==> src/rtl/lpm_pkg.sv <==
// Package: shared mode, state and clock-enable types for the standby sequencer.
// Assumes a single clock domain; enables are consumed by external clock gates.
package lpm_pkg;

    typedef enum logic [2:0] {
        LPM_NONE,
        LPM_IDLE,
        LPM_CORE,
        LPM_CORE_PER,
        LPM_ALL
    } lpm_mode_e;

    typedef enum logic [1:0] {
        ST_RUN,
        ST_SLEEP,
        ST_WAKE
    } lpm_state_e;

    typedef struct packed {
        logic core;
        logic periph;
        logic pll;
    } clk_en_t;

    // Clock enables held while asleep in the given mode.
    function automatic clk_en_t mode_clk_en(lpm_mode_e m);
        clk_en_t e;
        e = '{core: 1'b1, periph: 1'b1, pll: 1'b1};
        case (m)
            LPM_CORE:     e = '{core: 1'b0, periph: 1'b1, pll: 1'b1};
            LPM_CORE_PER: e = '{core: 1'b0, periph: 1'b0, pll: 1'b1};
            LPM_ALL:      e = '{core: 1'b0, periph: 1'b0, pll: 1'b0};
            default:      e = '{core: 1'b1, periph: 1'b1, pll: 1'b1};
        endcase
        return e;
    endfunction

    // True when the mode leaves the instruction pipeline intact.
    function automatic logic mode_keeps_pipe(lpm_mode_e m);
        return !(m == LPM_CORE_PER || m == LPM_ALL);
    endfunction

endpackage

==> src/rtl/lpm_decode.sv <==
// Module: turns the three configuration bits into a standby mode.
// Priority: all bits set wins, then stall, then pd with stck, then pd alone.
// Assumes inputs are stable in the cycle idle_exec is sampled.
module lpm_decode
    import lpm_pkg::*;
(
    input  logic      pd,
    input  logic      stck,
    input  logic      stall,
    output lpm_mode_e mode
);

    // Priority decode of the configuration bits.
    always_comb begin
        if (pd && stck && stall)  mode = LPM_ALL;
        else if (stall)           mode = LPM_IDLE;
        else if (pd && stck)      mode = LPM_CORE_PER;
        else if (pd)              mode = LPM_CORE;
        else                      mode = LPM_NONE;
    end

endmodule

==> src/rtl/lpm_wake_timer.sv <==
// Module: down-counter that measures the wake-up latency.
// Loaded with L on the interrupt edge; done is high while the count is 1,
// so the owner sees done on the L-th edge after loading. Assumes L >= 2.
module lpm_wake_timer #(
    parameter int CNT_W = 4
) (
    input  logic             clk,
    input  logic             rst_n,
    input  logic             load,
    input  logic [CNT_W-1:0] load_val,
    output logic             done
);

    logic [CNT_W-1:0] cnt_q;

    // Load on request, otherwise count down to zero and stop.
    always_ff @(posedge clk) begin
        if (!rst_n)            cnt_q <= '0;
        else if (load)         cnt_q <= load_val;
        else if (cnt_q != '0)  cnt_q <= cnt_q - 1'b1;
    end

    assign done = (cnt_q == CNT_W'(1));

    AST_LAT_MIN: assert property (@(posedge clk) disable iff (!rst_n)
        load |-> (load_val >= CNT_W'(2)));

endmodule

==> src/rtl/lpm_out_reg.sv <==
// Module: output flops for the clock enables and the wake strobes.
// Enables are computed from the next state so they change only together
// with a registered state transition, never from combinational glitches.
module lpm_out_reg
    import lpm_pkg::*;
(
    input  logic       clk,
    input  logic       rst_n,
    input  lpm_state_e st_nxt,
    input  lpm_mode_e  mode_nxt,
    input  logic       fire,
    input  logic       keep_pipe,
    output logic       core_clk_en,
    output logic       periph_clk_en,
    output logic       pll_run,
    output logic       resume,
    output logic       pipe_flush
);

    clk_en_t en_nxt;

    // Select gated enables only while the next state is asleep.
    always_comb begin
        if (st_nxt == ST_SLEEP) en_nxt = mode_clk_en(mode_nxt);
        else                    en_nxt = '{core: 1'b1, periph: 1'b1, pll: 1'b1};
    end

    // Register enables and one-cycle wake strobes.
    always_ff @(posedge clk) begin
        if (!rst_n) begin
            core_clk_en   <= 1'b1;
            periph_clk_en <= 1'b1;
            pll_run       <= 1'b1;
            resume        <= 1'b0;
            pipe_flush    <= 1'b0;
        end else begin
            core_clk_en   <= en_nxt.core;
            periph_clk_en <= en_nxt.periph;
            pll_run       <= en_nxt.pll;
            resume        <= fire;
            pipe_flush    <= fire && !keep_pipe;
        end
    end

    AST_RESUME_PULSE: assert property (@(posedge clk) disable iff (!rst_n)
        resume |=> !resume);
    AST_FLUSH_WITH_RESUME: assert property (@(posedge clk) disable iff (!rst_n)
        pipe_flush |-> resume);
    AST_RESUME_CLOCKS_ON: assert property (@(posedge clk) disable iff (!rst_n)
        resume |-> (core_clk_en && periph_clk_en && pll_run));
    AST_PLL_ORDER: assert property (@(posedge clk) disable iff (!rst_n)
        !pll_run |-> !periph_clk_en);
    AST_PERIPH_ORDER: assert property (@(posedge clk) disable iff (!rst_n)
        !periph_clk_en |-> !core_clk_en);

endmodule

==> src/rtl/lpm_ctrl.sv <==
// Module: standby mode sequencer top. Enters the decoded mode on idle_exec,
// waits for irq_pend, restores clocks, then after a mode-dependent latency
// pulses resume (and pipe_flush for modes that lose the pipeline).
// Assumes all latency parameters are at least 2.
module lpm_ctrl
    import lpm_pkg::*;
#(
    parameter int LAT_SHORT = 2,
    parameter int LAT_CP    = 6,
    parameter int LAT_ALL   = 10
) (
    input  logic clk,
    input  logic rst_n,
    input  logic idle_exec,
    input  logic cfg_pd,
    input  logic cfg_stck,
    input  logic cfg_stall,
    input  logic irq_pend,
    output logic core_clk_en,
    output logic periph_clk_en,
    output logic pll_run,
    output logic pipe_flush,
    output logic resume
);

    localparam int LAT_MAX = (LAT_ALL > LAT_CP) ?
                             ((LAT_ALL > LAT_SHORT) ? LAT_ALL : LAT_SHORT) :
                             ((LAT_CP > LAT_SHORT) ? LAT_CP : LAT_SHORT);
    localparam int CNT_W = $clog2(LAT_MAX + 1);

    lpm_state_e       st_q, st_nxt;
    lpm_mode_e        mode_q, mode_nxt, dec_mode;
    logic             tmr_load, tmr_done, fire;
    logic [CNT_W-1:0] lat_val;

    lpm_decode u_decode (
        .pd    (cfg_pd),
        .stck  (cfg_stck),
        .stall (cfg_stall),
        .mode  (dec_mode)
    );

    // Wake latency for the mode being left.
    always_comb begin
        case (mode_q)
            LPM_CORE_PER: lat_val = CNT_W'(LAT_CP);
            LPM_ALL:      lat_val = CNT_W'(LAT_ALL);
            default:      lat_val = CNT_W'(LAT_SHORT);
        endcase
    end

    // Next-state logic of the run / sleep / wake sequence.
    always_comb begin
        st_nxt   = st_q;
        mode_nxt = mode_q;
        case (st_q)
            ST_RUN: begin
                if (idle_exec && dec_mode != LPM_NONE) begin
                    st_nxt   = ST_SLEEP;
                    mode_nxt = dec_mode;
                end
            end
            ST_SLEEP: if (irq_pend) st_nxt = ST_WAKE;
            ST_WAKE:  if (tmr_done) st_nxt = ST_RUN;
            default:  st_nxt = ST_RUN;
        endcase
    end

    assign tmr_load = (st_q == ST_SLEEP) && irq_pend;
    assign fire     = (st_q == ST_WAKE) && tmr_done;

    // State and captured mode registers.
    always_ff @(posedge clk) begin
        if (!rst_n) begin
            st_q   <= ST_RUN;
            mode_q <= LPM_NONE;
        end else begin
            st_q   <= st_nxt;
            mode_q <= mode_nxt;
        end
    end

    lpm_wake_timer #(.CNT_W(CNT_W)) u_timer (
        .clk      (clk),
        .rst_n    (rst_n),
        .load     (tmr_load),
        .load_val (lat_val),
        .done     (tmr_done)
    );

    lpm_out_reg u_out (
        .clk           (clk),
        .rst_n         (rst_n),
        .st_nxt        (st_nxt),
        .mode_nxt      (mode_nxt),
        .fire          (fire),
        .keep_pipe     (mode_keeps_pipe(mode_q)),
        .core_clk_en   (core_clk_en),
        .periph_clk_en (periph_clk_en),
        .pll_run       (pll_run),
        .resume        (resume),
        .pipe_flush    (pipe_flush)
    );

    AST_SLEEP_NEEDS_IDLE: assert property (@(posedge clk) disable iff (!rst_n)
        (st_q == ST_SLEEP && $past(st_q) == ST_RUN) |-> $past(idle_exec));
    AST_MODE_HELD: assert property (@(posedge clk) disable iff (!rst_n)
        (st_q != ST_RUN && $past(st_q) != ST_RUN) |-> $stable(mode_q));
    AST_RUN_NO_RESUME: assert property (@(posedge clk) disable iff (!rst_n)
        (st_q == ST_RUN && $past(st_q) == ST_RUN) |-> !resume);

endmodule

==> config.mk <==
export PLATFORM = sky130hd
export DESIGN_NAME = lpm_ctrl
export DESIGN_NICKNAME = d
export VERILOG_FILES = /design/src/rtl/lpm_pkg.sv /design/src/rtl/lpm_decode.sv /design/src/rtl/lpm_wake_timer.sv /design/src/rtl/lpm_out_reg.sv /design/src/rtl/lpm_ctrl.sv
export SDC_FILE = /design/constraint.sdc
export NUM_CORES = 1
export LEC_CHECK = 0
export BUFFER_PORTS_ARGS = -buffer_cell sky130_fd_sc_hd__buf_2
export CORE_MARGIN = 5
export CORE_UTILIZATION = 52
export CTS_CLUSTER_SIZE = 24
export DETAILED_ROUTE_END_ITERATION = 16
export GPL_ROUTABILITY_DRIVEN = 0
export PLACE_DENSITY = 0.79
export SYNTH_ARGS = -nofsm -noshare
export SYNTH_HDL_FRONTEND = slang
export SYNTH_HIERARCHICAL = 1
export SYNTH_SLANG_ARGS = --single-unit
==> constraint.sdc <==
create_clock -name clk -period 1.75 [get_ports clk]
set_input_delay 0.175 -clock clk [delete_from_list [all_inputs] [get_ports clk]]
set_output_delay 0.175 -clock clk [all_outputs]
set_load 0.1 [all_outputs]
==> impl_metrics.tcl, run 1 <==
set metrics [dict create \
    cts_tree "done" \
    cp-end-kind "flip-flop" \
    cts-buffers-inserted 3 \
    clk_pin_slew_ns 0.09 \
    post-synth-top-area-cell "dfxtp_1" \
    maxSlewViolCount 0 \
    dieHeight_um 47.65 \
    clock_skew_ns 0.005640 \
    p_comb_share_pct 37.6 \
    final_nets 109 \
    cts_resized 0 \
    p_seq_share_pct 40.2 \
    rsz0062_at_grt "no" \
    drive_gt1_share_pct 26.80 \
    io_pins 12 \
    startpoint_type "flip-flop" \
    grt_use_total_pct 15.38 \
    intPower_mw 0.7114 \
    max_freq_mhz 632.4 \
    whs_ns 0.1978 \
    num_vias 582 \
    tns_ns 0 \
    start_util_pct 55.94 \
    leakage_nw 0.3788 \
    ctsHoldBuffers 0 \
    criticalPathCategory "flip-flop to flip-flop" \
    overflow 0 \
    grt_start_max_net_pins 13 \
    crit_arrival_ns 1.75 \
    finalCriticalPeriod_ns 1.581 \
    drtIter0Drc 13 \
    grt_pass1_vias 582 \
    ys_warn_count 6 \
    clock_power_share_pct 22.2 \
    synth.top_cell.area_share_pct 38.03 \
    syn_area_per_cell_um2 9.098 \
    clock_sinks 14 \
    detail-route-antenna-nets 0 \
    synth-seq-area-share_pct 38.03 \
    clock_path_buffers 2 \
    max-vdd-ir-drop_v 0.0005496 \
    power_switching_mw 0.3435 \
    synth_area_um2 737.0 \
    core_mm2 0.001318 \
    rows 13 \
    most-common-layout-cells "dfxtp_1, nand2_1, buf_2, nor2_1, nor3b_1" \
    cts_root_buffer "clkbuf_4" \
    syn-num-nets 92 \
    antenna_found_initial 0 \
    post-route-util_pct 64.86 \
    grt_first_pass_wirelength_um 2380 \
    layout_commonest_cell "dfxtp_1" \
    dr.pass1.iters 4 \
    htreeDepth 1 \
    ff2ff_setup_slack_ns 0.17 \
    ys_ff_latch 14 \
    clock_latency_ns 0.28 \
    finalSetupViolations 0 \
    die-width_um 47.65 \
    antenna_cells 0 \
    die-area_mm2 0.002270 \
    drt-total-wl_um 1349 \
    cp_max_fo 4 \
    sw_frac_of_total_pct 32.56 \
    routedWlPerCell_um 12.04 \
    hold_viol_final 0 \
    crit_required_ns 1.92 \
    status "finished, final reports clean" \
    powerDensity_mw_per_mm2 1234 \
    period_share_pct 90.36 \
    hp-class "input port to flip-flop" \
    netlist-cell-type-count 27 \
    maxCapViolations 0 \
    drc 0 \
    syn_to_final_growth_pct 15.96 \
    postCtsSetupRepairBufs 0 \
    syn-instance-count 81 \
    via_per_inst 5.196 \
    hpwl_um 1034 \
    portBuffers 11 \
    synth_area_leaders "dfxtp_1, ha_1, nand2_1, nor3b_1, and3b_1" \
]
synth_stat cells:
cell type,instances
dfxtp_1,14
nand2_1,11
nor2_1,6
nor3b_1,5
and2_1,4
ha_1,4
a21boi_1,3
and3b_1,3
o21ai_2,3
o31ai_1,3
conb_1,2
inv_1,2
mux2_2,2
nand3_1,2
nor2b_1,2
o21ai_0,2
o21ai_1,2
xnor2_1,2
a211o_1,1
a21boi_2,1
a21o_2,1
nand2b_1,1
nor2b_4,1
nor3_1,1
nor3b_2,1
or3b_4,1
or4_1,1
final cells by class:
type	instances	area (um2)
fillers	120	462.9
multi-input cells	65	449.2
well taps	15	18.77
inverters	2	7.507
clock buffers	4	36.28
flip-flops and latches	14	280.3
repair buffers	12	62.56
registers in the layout, indices dropped and copies added (netlist names):
name	cells
u_out/pll_run	1
st_q	2
u_out/periph_clk_en	1
u_out/resume	1
u_out/pipe_flush	1
u_timer/cnt_q	4
mode_q	3
u_out/core_clk_en	1
metal layers:
metal | GRT usage (%) | wire (um) | vias to the layer above | share of wire, %
li1 | - | - | 312 | -
met1 | 17.01 | 603 | 256 | 45
met2 | 26.47 | 649 | 12 | 48
met3 | 6.767 | 87 | 2 | 6.4
met4 | 4.839 | 9 | 0 | 0.67
met5 | 0 | 0 | - | 0
power by group through the flow:
stage	clock, mW	sequential, mW	combinational, mW
after floorplan	0	0.433	0.293
after global placement	0	0.429	0.388
after detailed placement	0	0.431	0.400
after CTS	0.240	0.423	0.403
after global routing	0.251	0.430	0.454
final	0.234	0.424	0.396
critical path, stage by stage, from the launching register on:
cell,delay [ns]
dfxtp_1,0.33
inv_1,0.12
ha_1,0.15
nor3b_1,0.26
nor2_1,0.07
a21o_2,0.21
and3b_1,0.26
o21ai_1,0.08
kinds of logic (layout without fill, tap and decap cells):
kind of cell	count (synthesis)	in the layout	synth area share [%]
compound gates	16	16	16.30
xor+xnor	2	2	2.377
fa+ha+maj	4	4	6.791
buf+inv	2	18	1.019
flops	14	14	38.03
mux	2	2	3.056
other cells	2	2	1.019
simple gates	39	39	31.41
metrics by stage:
step | setup slack (ns) | instances | power (mW) | area (um2)
4_1_cts | 0.1558 | 112 | 1.066 | 854.6
5_1_grt | 0.01303 | 112 | 1.135 | 854.6
6_report | 0.1687 | 112 | 1.055 | 854.6
3_5_place_dp | -0.02252 | 108 | 0.8311 | 818.3
2_1_floorplan | 0.2000 | 81 | 0.7265 | 737.0
3_3_place_gp | 0.05084 | 108 | 0.8163 | 818.3
final timing paths:
check,end,startpoint,cells past startpoint
worst max-delay path,u_out/periph_clk_en,u_timer/cnt_q[1],7
worst min-delay path,st_q[0],irq_pend,3
worst max register to register,u_out/periph_clk_en,u_timer/cnt_q[1],7
worst min register to register,mode_q[0],mode_q[0],2
No activity file was read; power rests on OpenSTA's default activity.
==> inputs of run 2 (changes only) <==
--- a/config.mk
+++ b/config.mk
@@ -7,11 +7,11 @@
 export LEC_CHECK = 0
 export BUFFER_PORTS_ARGS = -buffer_cell sky130_fd_sc_hd__buf_2
 export CORE_MARGIN = 5
-export CORE_UTILIZATION = 52
+export CORE_UTILIZATION = 47
 export CTS_CLUSTER_SIZE = 24
 export DETAILED_ROUTE_END_ITERATION = 16
 export GPL_ROUTABILITY_DRIVEN = 0
-export PLACE_DENSITY = 0.79
+export PLACE_DENSITY = 0.76
 export SYNTH_ARGS = -nofsm -noshare
 export SYNTH_HDL_FRONTEND = slang
 export SYNTH_HIERARCHICAL = 1
==> constraint.sdc (replaced) <==
create_clock -name clk -period 1.4 [get_ports clk]
set_input_delay 0.14 -clock clk [delete_from_list [all_inputs] [get_ports clk]]
set_output_delay 0.14 -clock clk [all_outputs]
set_load 0.1 [all_outputs]
==> run 2 against run 1 <==
The flow now finishes with violations (setup timing). Via count increased by 17%. Clock-buffer cell count stayed put. Register-to-register slack worse by 0.25 ns. First-iteration DRC count increased by 7.7%. Cell count rose by 17%. Utilization rose by 11 points. Total power up 71%. Hold slack better by 0.015 ns. Sequential cell count did not move. Critical endpoint is now u_out/core_clk_en. Largest cell class unchanged. Largest power group is now combinational cells.
==> impl_metrics.tcl, run 2 (synthesis results as in run 1) <==
set metrics [dict create \
    status "finished, violations left" \
    violations "setup timing" \
    crit_arrival_ns 1.65 \
    drtIter0Drc 14 \
    clock_path_buffers 2 \
    rows 14 \
    grt_use_total_pct 13.86 \
    drive_gt1_share_pct 56.52 \
    grt_pass1_vias 678 \
    critical-path-max-stage-delay_ns 0.42 \
    max-vdd-ir-drop_v 0.0008080 \
    layout_commonest_cell "buf_4" \
    syn_to_final_growth_pct 53.82 \
    overflow 0 \
    hpwl_um 1083 \
    dr.pass1.iters 4 \
    worst-path-buf-inv 0 \
    antenna_found_initial 0 \
    largest_reg_flops 4 \
    cts_tree "done" \
    fin_area_mm2 0.001134 \
    cp_slowest_cell "or3b_4" \
    grt_start_max_net_pins 13 \
    cp.depth 5 \
    powerDensity_mw_per_mm2 1593 \
    dp.cells 122 \
    routedWlPerCell_um 13.96 \
    clock_sinks 14 \
    r2r_start "st_q[1]" \
    rsz0062_at_grt "yes" \
    whs_ns 0.2132 \
    maxSlewViolCount 0 \
    antenna_cells 0 \
    maxCapViolations 0 \
    regMostFlops "u_timer/cnt_q" \
    largest_registers "u_timer/cnt_q x4, mode_q x3, st_q x2" \
    worstHoldStart "rst_n" \
    post-route-util_pct 76.13 \
    ff2ff_path_depth 5 \
    crit_required_ns 1.57 \
    cp-end-kind "flip-flop" \
    worst_slack_ns -0.08445 \
    clk_pin_slew_ns 0.09 \
    leakage_nw 0.4981 \
    startpoint_type "flip-flop" \
    core_mm2 0.001489 \
    crit_chain "or3b_4 > o21ai_2 > nand2_2 > nor3b_4 > o21ai_1" \
    tns_ns -0.2126 \
    detail-route-antenna-nets 0 \
    max_freq_mhz 673.7 \
    num_vias 683 \
    via_per_inst 5.214 \
    clock_skew_ns 0.001764 \
    nFillCells 104 \
    finalSetupViolations 4 \
    power_mw 1.806 \
    die-area_mm2 0.002460 \
    hold_viol_final 0 \
    grt_first_pass_wirelength_um 2691 \
    drc 0 \
    criticalPathCategory "flip-flop to flip-flop" \
    period_share_pct 106.0 \
    most-common-layout-cells "buf_4, buf_2, dfxtp_1, nand2_1, nor2_1" \
    hold_path_depth 2 \
    die-width_um 49.60 \
    dpl_worst_slack_ns -0.1946 \
    cts-buffers-inserted 3 \
    start_util_pct 49.50 \
    layoutNonFillerInstCount 131 \
    clock_latency_ns 0.27 \
    htreeDepth 1 \
    cp_max_fo 3 \
    finalCriticalPeriod_ns 1.484 \
    drt-total-wl_um 1829 \
    io_pins 12 \
    dieHeight_um 49.60 \
    cts_root_buffer "clkbuf_4" \
    postPlaceCellArea_um2 927.1 \
    portBuffers 11 \
    crit_family "simple AND/OR/NAND/NOR gates" \
    final_nets 127 \
    hp-class "input port to flip-flop" \
    cp-startpoint "st_q[1]" \
]
[run 2: final timing paths]
kind	to	slack, ns
min reg2reg	mode_q[2]	0.54
min	mode_q[0]	0.21
max reg2reg	u_out/core_clk_en	-0.08
max	u_out/core_clk_en	-0.08
[run 2: layer usage]
metal  GRT usage, %  part of all wire [%]  up-vias
li1               -                     -      346
met3          3.614                   3.4        6
met5              0                     0        -
met1          14.23                    40      313
met2          26.69                    55       18
met4          3.930                   1.6        0
[run 2: cell type report]
type,count,area (um2),share of cell area (%)
Sequential cell,14,287.8,25.39
Clock buffer,4,36.28,3.201
Timing Repair Buffer,30,209.0,18.43
Multi-Input combinational cell,65,570.5,50.33
Tap cell,16,20.02,1.766
Inverter,2,10.01,0.8830
[run 2: worst reg2reg max path, stage by stage, from the launching register on]
cell and delay (ns):
dfxtp_2 0.33, or3b_4 0.42, o21ai_2 0.16, nand2_2 0.10
nor3b_4 0.26, o21ai_1 0.10
[run 2: what timing repair did]
action,CTS,global route
gates resized for setup,18,16
hold buffers,0,0
buffers inserted,5,1
setup endpoints to repair,5,7
pin swaps,9,9
[run 2: where the power goes]
| group | switching (mW) | internal (mW) |
|---|---|---|
| Clock | 0.139 | 0.158 |
| Combinational | 0.378 | 0.575 |
| Sequential | 0.0816 | 0.475 |
==> inputs of run 3 (changes only) <==
--- a/config.mk
+++ b/config.mk
@@ -7,12 +7,11 @@
 export LEC_CHECK = 0
 export BUFFER_PORTS_ARGS = -buffer_cell sky130_fd_sc_hd__buf_2
 export CORE_MARGIN = 5
-export CORE_UTILIZATION = 47
+export CORE_UTILIZATION = 46
 export CTS_CLUSTER_SIZE = 24
 export DETAILED_ROUTE_END_ITERATION = 16
 export GPL_ROUTABILITY_DRIVEN = 0
-export PLACE_DENSITY = 0.76
+export PLACE_DENSITY = 0.75
 export SYNTH_ARGS = -nofsm -noshare
 export SYNTH_HDL_FRONTEND = slang
-export SYNTH_HIERARCHICAL = 1
 export SYNTH_SLANG_ARGS = --single-unit
==> run 3 against run 2 <==
The run now ends clean. Total power is 30% lower. Clock power is 1% lower. Non-clock buffer count is 17 lower. Global-route usage is 1.9 points lower. Critical path depth stayed put. Combinational power is 52% lower. Sequential power is 6.3% lower. Via count is 15% lower. Critical endpoint is now u_timer.cnt_q[0]. Largest cell class unchanged. Largest power group is now sequential cells. Highest routed layer unchanged.
==> impl_metrics.tcl, run 3 <==
set metrics [dict create \
    largest_reg_flops 4 \
    hp-class "input port to flip-flop" \
    layoutNonFillerInstCount 108 \
    criticalPathCategory "flip-flop to flip-flop" \
    postSynth.asyncResetShare_pct 0 \
    grt_start_max_net_pins 9 \
    yosysMostFrequentCell "dfxtp_1" \
    largest_registers "u_timer.cnt_q x4, mode_q x3, st_q x2" \
    tns_ns 0 \
    antenna_found_initial 0 \
    rsz0062_at_grt "no" \
    cp_max_fo 4 \
    tightest_slew_ns 0.4879 \
    synth-seq-area-share_pct 41.40 \
    post-synth-top-area-cell "dfxtp_1" \
    clock_path_buffers 2 \
    drc 0 \
    die-width_um 48.36 \
    max_slew_margin_pct 67.70 \
    crit_family "simple AND/OR/NAND/NOR gates" \
    antenna_cells 0 \
    status "finished, final reports clean" \
    syn-num-nets 87 \
    htreeDepth 1 \
    via_per_inst 5.361 \
    syn_area_per_cell_um2 8.907 \
    synth_edf_count 0 \
    most-common-layout-cells "buf_2, dfxtp_1, nor2_1, a21oi_1, nand2_1" \
    period_share_pct 96.14 \
    netlist_top_cells_count "dfxtp_1, a21oi_1, nand2_1, nor2_1" \
    synth_area_um2 676.9 \
    grt_first_pass_wirelength_um 2277 \
    netlist-cell-type-count 32 \
    start_util_pct 50.14 \
    dieHeight_um 48.36 \
    hold_viol_final 0 \
    nFillCells 119 \
    cp_slowest_cell "or3b_4" \
    hpwl_um 996.5 \
    drtIter0Drc 20 \
    io_pins 12 \
    clk_pin_slew_ns 0.09 \
    drt-total-wl_um 1369 \
    finalSetupViolations 0 \
    leakage_nw 0.3475 \
    ys.flop_type "dfxtp_1" \
    core_mm2 0.001350 \
    cp-end-kind "flip-flop" \
    ys_ff_latch 14 \
    regMostFlops "u_timer.cnt_q" \
    synth.top_cell.area_share_pct 41.40 \
    ys_warn_count 0 \
    grt_pass1_vias 543 \
    cts_tree "done" \
    crit_arrival_ns 1.52 \
    dr.pass1.iters 4 \
    detail-route-antenna-nets 0 \
    powerDensity_mw_per_mm2 1526 \
    maxSlewViolCount 0 \
    clock_latency_ns 0.28 \
    routedWlPerCell_um 12.68 \
    clock_sinks 14 \
    postCtsSetupRepairBufs 0 \
    crit_chain "inv_2 > ha_4 > or3b_4 > xnor2_1 > and3_1" \
    finalCriticalPeriod_ns 1.346 \
    num_vias 579 \
    die-area_mm2 0.002339 \
    drive_gt1_share_pct 34.41 \
    cts-buffers-inserted 3 \
    worst-path-buf-inv 1 \
    syn_to_final_growth_pct 22.74 \
    critical-path-max-stage-delay_ns 0.39 \
    synth_area_leaders "dfxtp_1, ha_1, a21oi_1, nand2_1, nor2_1" \
    maxCapViolations 0 \
    clock_skew_ns 0.003560 \
    startpoint_type "flip-flop" \
    ctsHoldBuffers 0 \
    portBuffers 11 \
    cts_root_buffer "clkbuf_4" \
    max_freq_mhz 743.0 \
    grt_use_total_pct 11.92 \
    final_nets 105 \
    dp.cells 104 \
    overflow 0 \
    syn-instance-count 76 \
    max-vdd-ir-drop_v 0.0006853 \
    rows 13 \
    crit_required_ns 1.58 \
]
run 3: worst paths after layout:
check                           slack [ns]              from  cells after the start          endpoint
worst max-delay path                  0.05  u_timer.cnt_q[1]                      5  u_timer.cnt_q[0]
worst min-delay path                  0.13             rst_n                      2         mode_q[1]
worst max register to register        0.05  u_timer.cnt_q[1]                      5  u_timer.cnt_q[0]
worst min register to register        0.53         mode_q[2]                      2  u_out.pipe_flush
run 3: area by class of cell:
cell class	count	area, um2	area share (%)
multi-input cells	59	410.4	49.40
flip-flops and latches	14	284.0	34.19
repair buffers	13	70.07	8.434
clock buffers	4	36.28	4.367
well taps	15	18.77	2.259
inverters	3	11.26	1.355
run 3: worst register-to-register path: cells and delay by family (launching register included):
| family | cells | cell delay (ns) |
|---|---|---|
| DFF | 1 | 0.34 |
| adders and majority gates | 1 | 0.13 |
| buffers and inverters | 1 | 0.08 |
| xor gates and xnor gates | 1 | 0.13 |
| and+or+nand+nor | 2 | 0.56 |
run 3: per-stage QoR:
step | power [mW] | area, um2 | utilization (%) | setup slack (ns) | hold WS (ns)
2_1_floorplan | 0.8302 | 679.4 | - | 0.06268 | 0.2617
3_3_place_gp | 0.9180 | 768.2 | 56.90 | 0.06217 | 0.4090
3_5_place_dp | 0.9292 | 768.2 | 56.90 | 0.005017 | 0.4128
4_1_cts | 1.227 | 807.0 | 59.78 | 0.01222 | 0.1329
5_1_grt | 1.355 | 830.8 | 61.54 | 0.008691 | 0.1426
6_report | 1.268 | 830.8 | 61.54 | 0.05406 | 0.1348
run 3: per-layer routing:
layer  share of wire, %  vias to the layer above  global-route usage, %
met2                 44                       13                  18.70
met1                 50                      259                  15.21
met5                  0                        -                      0
met3                5.0                        2                  2.752
li1                   -                      305                      -
met4               0.88                        0                  5.530
run 3: repair_timing:
| item | 4_1_cts | 5_1_grt |
|---|---|---|
| setup endpoints to repair | 1 | 6 |
| resized for setup | 2 | 7 |
| hold endpoints to repair | 0 | 0 |
run 3: report_power, final:
group,switching [mW],total [mW],internal [mW]
Clock,0.135,0.293,0.158
Combinational,0.220,0.453,0.233
Sequential,0.0604,0.522,0.462
Total,0.415,1.27,0.853
run 3: cells by family (layout without fill, tap and decap cells):
logic type,count (synthesis),count (layout),share of synthesized area [%]
xor+xnor,2,2,2.588
buf+inv,3,20,1.663
compound gates,20,20,17.75
flops,14,14,41.40
fa+ha+maj,4,4,7.394
simple gates,33,33,29.21
